==> src/rtl/rle_pkg.sv <==
package rle_pkg;

    typedef enum logic {
        TOK_LITERAL = 1'b0,
        TOK_RUN     = 1'b1
    } tok_kind_e;

endpackage

==> src/rtl/rle_tol_cmp.sv <==
module rle_tol_cmp #(
    parameter int DATA_W = 8
) (
    input  logic              lossy,
    input  logic [DATA_W-1:0] tol,
    input  logic [DATA_W-1:0] sample,
    input  logic [DATA_W-1:0] ref_val,
    output logic              hit
);
    logic [DATA_W:0] diff;

    always_comb begin
        if (sample >= ref_val) diff = {1'b0, sample} - {1'b0, ref_val};
        else                   diff = {1'b0, ref_val} - {1'b0, sample};
        hit = lossy ? (diff <= {1'b0, tol}) : (sample == ref_val);
    end
endmodule

==> src/rtl/rle_block_ctr.sv <==
module rle_block_ctr #(
    parameter int BLK_W = 8
) (
    input  logic             clk,
    input  logic             rst_n,
    input  logic             step,
    input  logic             clear,
    input  logic [BLK_W-1:0] blk_len,
    output logic             last
);
    logic [BLK_W-1:0] pos_d, pos_q;

    always_comb begin
        last  = (blk_len != '0) && (({1'b0, pos_q} + 1'b1) == {1'b0, blk_len});
        pos_d = pos_q;
        if (clear)     pos_d = '0;
        else if (step) pos_d = last ? '0 : pos_q + 1'b1;
    end

    always_ff @(posedge clk or negedge rst_n) begin
        if (!rst_n) pos_q <= '0;
        else        pos_q <= pos_d;
    end
endmodule

==> src/rtl/rle_encoder.sv <==
module rle_encoder #(
    parameter int DATA_W = 8,
    parameter int CNT_W  = 8,
    parameter int BLK_W  = 8,
    localparam int CW_W  = $clog2(CNT_W + 1)
) (
    input  logic              clk,
    input  logic              rst_n,
    input  logic              cfg_lossy,
    input  logic [DATA_W-1:0] cfg_tol,
    input  logic [CW_W-1:0]   cfg_code_w,
    input  logic [BLK_W-1:0]  cfg_blk_len,
    input  logic              in_valid,
    output logic              in_ready,
    input  logic [DATA_W-1:0] in_data,
    input  logic              flush,
    output logic              out_valid,
    input  logic              out_ready,
    output logic              out_tag,
    output logic [CNT_W-1:0]  out_count,
    output logic [DATA_W-1:0] out_value
);
    import rle_pkg::*;

    typedef struct packed {
        logic              active;
        logic [DATA_W-1:0] run_val;
        logic [CNT_W-1:0]  run_len;
        logic              close_pend;
        logic              ov;
        tok_kind_e         otag;
        logic [CNT_W-1:0]  ocnt;
        logic [DATA_W-1:0] oval;
    } st_t;

    localparam st_t ST_RST = '{
        active: 1'b0, run_val: '0, run_len: '0, close_pend: 1'b0,
        ov: 1'b0, otag: TOK_LITERAL, ocnt: '0, oval: '0
    };

    st_t st_d, st_q;

    logic             hit;
    logic             blk_last;
    logic             accept;
    logic             slot_free;
    logic             close_req;
    logic             joinable;
    logic [CW_W-1:0]  cw_eff;
    logic [CNT_W:0]   cap_wide;
    logic [CNT_W-1:0] cap;

    rle_tol_cmp #(.DATA_W(DATA_W)) u_cmp (
        .lossy   (cfg_lossy),
        .tol     (cfg_tol),
        .sample  (in_data),
        .ref_val (st_q.run_val),
        .hit     (hit)
    );

    rle_block_ctr #(.BLK_W(BLK_W)) u_blk (
        .clk     (clk),
        .rst_n   (rst_n),
        .step    (accept),
        .clear   (flush),
        .blk_len (cfg_blk_len),
        .last    (blk_last)
    );

    always_comb begin
        if (cfg_code_w == '0)                    cw_eff = CW_W'(1);
        else if (cfg_code_w > CW_W'(CNT_W))      cw_eff = CW_W'(CNT_W);
        else                                     cw_eff = cfg_code_w;
        cap_wide = ((CNT_W+1)'(1) << cw_eff) - 1'b1;
        cap      = cap_wide[CNT_W-1:0];
    end

    always_comb begin
        st_d      = st_q;
        slot_free = !st_q.ov || out_ready;
        in_ready  = slot_free && !st_q.close_pend && !flush;
        accept    = in_valid && in_ready;
        close_req = st_q.active && (st_q.close_pend || flush);
        joinable  = st_q.active && hit && (st_q.run_len < cap);

        if (st_q.ov && out_ready) st_d.ov = 1'b0;

        if (close_req) begin
            if (slot_free) begin
                st_d.ov         = 1'b1;
                st_d.otag       = (st_q.run_len > 1) ? TOK_RUN : TOK_LITERAL;
                st_d.ocnt       = st_q.run_len;
                st_d.oval       = st_q.run_val;
                st_d.active     = 1'b0;
                st_d.close_pend = 1'b0;
            end else begin
                st_d.close_pend = 1'b1;
            end
        end else if (accept) begin
            if (joinable) begin
                st_d.run_len = st_q.run_len + 1'b1;
            end else begin
                if (st_q.active) begin
                    st_d.ov   = 1'b1;
                    st_d.otag = (st_q.run_len > 1) ? TOK_RUN : TOK_LITERAL;
                    st_d.ocnt = st_q.run_len;
                    st_d.oval = st_q.run_val;
                end
                st_d.active  = 1'b1;
                st_d.run_val = in_data;
                st_d.run_len = CNT_W'(1);
            end
            if (blk_last) st_d.close_pend = 1'b1;
        end
    end

    always_ff @(posedge clk or negedge rst_n) begin
        if (!rst_n) st_q <= ST_RST;
        else        st_q <= st_d;
    end

    assign out_valid = st_q.ov;
    assign out_tag   = st_q.otag;
    assign out_count = st_q.ocnt;
    assign out_value = st_q.oval;
endmodule

==> config.mk <==
export PLATFORM = sky130hd
export DESIGN_NAME = rle_encoder
export DESIGN_NICKNAME = d
export VERILOG_FILES = /design/src/rtl/rle_pkg.sv /design/src/rtl/rle_tol_cmp.sv /design/src/rtl/rle_block_ctr.sv /design/src/rtl/rle_encoder.sv
export SDC_FILE = /design/constraint.sdc
export NUM_CORES = 1
export LEC_CHECK = 0
export CORE_AREA = 2 2 130 107
export DETAILED_ROUTE_END_ITERATION = 10
export DIE_AREA = 0 0 132 109
export HOLD_SLACK_MARGIN = 0.12
export PLACE_DENSITY = 0.6
export SLEW_MARGIN = 20
export SYNTH_ARGS = -nofsm -noshare
export SYNTH_HDL_FRONTEND = slang
export SYNTH_HIERARCHICAL = 1
export SYNTH_SLANG_ARGS = --single-unit
export TNS_END_PERCENT = 100
==> constraint.sdc <==
create_clock -name clk -period 4.1 [get_ports clk]
set_clock_uncertainty 0.15 [all_clocks]
set_input_delay 0.615 -clock clk [delete_from_list [all_inputs] [get_ports clk]]
set_output_delay 0.615 -clock clk [all_outputs]
set_load 0.005 [all_outputs]
==> key figures <==
Layout
  • Final nets: 566
  • Ant diodes: 0
  • P&R area growth vs syn: 38.95%
  • Post-layout util: 0.4080
  • Layout fillers: 1267
  • Layout cells sized above 1: 0.3535

Logic synthesis
  • Most numerous cell in the Yosys netlist: dfrtp_1
  • Syn. warnings: 6
  • Top post-synthesis cells by area: dfrtp_1 28%, ha_1 12%, mux2_2 4.7%
  • Yosys cell types: 74
  • Post-synth top cells: 44 x dfrtp_1, 36 x ha_1, 31 x inv_1
  • Cells after Synth: 395
  • Ys async rst share: 1.000
  • Post-synth EDFFs: 0
  • Syn Nets: 467
  • Synthesis-stage register bit count: 44
  • Seq/Total Area, Yosys: 0.2847
  • Ys flop type: dfrtp_1
  • Synthesized area: 0.003867 mm²
  • Leading area contributor after synthesis: dfrtp_1
  • Top cell type's share of synthesized area: 0.2847
  • Average cell area after synthesis: 9.791 µm²

Power and ir drop
  • Worst vdd rail ir drop: roughly 0.22 mV
  • Power per cell area: 609.7 mW/mm²
  • Internal: 2.029 mW
  • Overall power: approximately 3.3 mW
  • Power share of the clock group: 0.125
  • NetSw: approximately 1.2 mW
  • Switching Share: 0.3806
  • Static Leak: 2.319 nW
  • Sequential share of power: 0.212
  • Gate power share: 0.663

CTS
  • Reg clk slew, reported paths: 0.06 ns
  • CTS tree: built
  • Num CTS Buffers: 5
  • Clk sink count: 44
  • CTS root buf: clkbuf_16
  • Clock latency on the worst-skew pair: 0.29 ns
  • CTS max path bufs: 2
  • # H-tree levels: 2

Place
  • Buffers on Ports: 52
  • Dpl hpwl: approximately 7200 µm
  • Routability cong.: ~0.91

Floorplan
  • Site Rows: 38
  • Die W: approximately 130 µm
  • Die Area: between 0.01 and 0.015 mm²
  • Die Height: between 100 and 150 µm
  • Core footprint: 0.01317 mm²
  • # IOs: 53
  • Initial Utilization: 0.2937

Timing
  • Final setup viols: 35
  • Setup ws final: -0.3335 ns
  • Final period util: 1.081
  • Final min period: 4.433 ns
  • Fin Hold WS: 0.1723 ns
  • Max-Slew Margin vs Limit: 0.6084
  • Fmax: 0.2256 GHz
  • RSZ-0062 raised after global routing: yes
  • Final-report hold violation count: 0
  • Final slew viol count: 0
  • Fin Setup TNS: -9.032 ns
  • Actual slew at the worst max-slew pin: 0.5874 ns

Setup path
  • Crit end category: register
  • Critical path arrival: approximately 4.5 ns
  • WS Path Type: primary input to register
  • Critical path required time: between 4 and 5 ns
  • CP Max Fanout: 5
  • Startpoint Class: primary input

Global routing
  • Largest net degree at the start of global routing: 45
  • Vias in the first global route: 3215
  • Initial antenna violation count: 0
  • GRT Util Overall: 0.1325
  • First-pass GRT wire length: 15490 µm
  • Grt ovf: 0

Route
  • Vias per Instance: 4.803
  • ANT nets after route: 0
  • WL/cell: 14.43 µm
  • Routed wire length: 9742 µm
  • 1st-iter DRT viols: 132
  • Vias: around 3200
  • Drt first pass iters: 4
  • Drt drc: 0

Hold path
  • Min-Delay Path Class: primary input to asynchronous set/reset pin

Job
  • Max-Cap Viols: 0

Outcome
  • Failing checks: setup timing
  • Status: complete, but fails checks
==> layout by cell type (no fill, tap or decap), types with 6 or more instances in the layout <==
| cell type | Yosys | routed |
|---|---|---|
| inv_2 | 0 | 7 |
| buf_4 | 19 | 60 |
| o21ai_1 | 1 | 6 |
| nor2_1 | 24 | 24 |
| buf_6 | 2 | 7 |
| ha_1 | 36 | 26 |
| clkbuf_16 | 0 | 6 |
| nand2_1 | 18 | 17 |
| ha_4 | 0 | 9 |
| o21ai_0 | 18 | 11 |
| dfrtp_1 | 44 | 43 |
| mux2_4 | 10 | 14 |
| xor2_1 | 8 | 8 |
| nand3_1 | 14 | 12 |
| inv_1 | 31 | 23 |
| xnor2_1 | 9 | 9 |
| a21oi_1 | 19 | 17 |
| mux2_2 | 16 | 13 |
| clkdlybuf4s50_1 | 0 | 43 |
| a31oi_1 | 7 | 6 |
==> per-layer routing <==
metal  track usage  share of wire  vias to the layer above
met4       0.03571         0.0065                        0
li1              -              -                     1606
met5             0              0                        -
met3       0.02371          0.038                        7
met2        0.2199           0.47                       68
met1        0.1790           0.49                     1561
==> stage by stage <==
step           std cells  setup WS [ns]  area (µm²)
6_report             675        -0.3335        5374
4_1_cts              668        -0.3885        5223
2_1_floorplan        395        -0.3465        3916
3_3_place_gp         650         -1.017        4842
3_5_place_dp         650         -1.052        4842
5_1_grt              675        -0.4880        5374
==> state kept, by name, summed over array words and instances, names as in the netlist <==
signal	cells
out_count	8
out_tag	1
out_valid	1
out_value	8
st_q	18
u_blk/pos_q	8
==> power groups by stage <==
stage / registers (mW) / clock network, mW / logic (mW)
detailed placement: 0.686 / 0 / 1.82
finish: 0.693 / 0.410 / 2.17
CTS: 0.693 / 0.425 / 2.02
global route: 0.714 / 0.446 / 2.37
global placement: 0.683 / 0 / 1.78
floorplan: 0.654 / 0 / 1.20
==> area by class of cell <==
class                           count  area, µm²  area share
Sequential cell                    44       1102      0.2051
Inverter                           32      137.6     0.02561
Timing Repair Buffer              120       1066      0.1984
Clock buffer                        7      142.6     0.02654
Multi-Input combinational cell    291       2693      0.5010
Clock inverter                      1      7.507    0.001397
Tap cell                          180      225.2     0.04191
==> critical path, cell delays in order <==
cell and delay, ns:
buf_6 0.09, buf_6 0.12, inv_12 0.04, ha_4 0.20, a21o_1 0.18, a21oi_4 0.17
nand3_4 0.11, nor2_8 0.12, mux2i_2 0.25, xor2_1 0.21, ha_1 0.29, a211oi_2 0.19
o21ai_1 0.09, o221a_1 0.24, nor3_2 0.11, o21ai_1 0.09, o32ai_2 0.21, and3b_2 0.24
o211ai_4 0.09, a21oi_4 0.18, o21ai_4 0.12, clkbuf_16 0.18, mux2_4 0.29
==> kinds of logic after synthesis <==
family / after synthesis / synth area share
and+or+nand+nor: 112 / 0.1896
buffers and inverters: 60 / 0.08573
other: 1 / 0.0009696
adders and majority gates: 38 / 0.1268
muxes: 33 / 0.1042
xor gates and xnor gates: 18 / 0.04562
AOI/OAI and AO/OA: 89 / 0.1624
DFF: 44 / 0.2847
==> path summary, 6_finish.rpt <==
| kind | from | to | slack, ns | depth (start not counted) |
|---|---|---|---|---|
| min in group clk | out_count[2]$_DFFE_PN0P_ | out_count[2]$_DFFE_PN0P_ | 0.36 | 1 |
| max reg2reg | st_q[28]$_DFFE_PN0P_ | out_value[3]$_DFFE_PN0P_ | -0.29 | 20 |
| min reg2reg | out_count[2]$_DFFE_PN0P_ | out_count[2]$_DFFE_PN0P_ | 0.36 | 1 |
| max | in_data[6] | out_value[3]$_DFFE_PN0P_ | -0.33 | 23 |
| max in group asynchronous | rst_n | st_q[28]$_DFFE_PN0P_ | 3.18 | 1 |
| min | rst_n | out_count[3]$_DFFE_PN0P_ | 0.17 | 1 |
==> repair_timing <==
action	4_1_cts	5_1_grt
gates resized for setup	54	33
buffers inserted	10	6
gates cloned	0	1
setup endpoints to repair	35	35
pin swaps	28	24
hold buffers	0	0
Power figures use the tool's default switching activity.
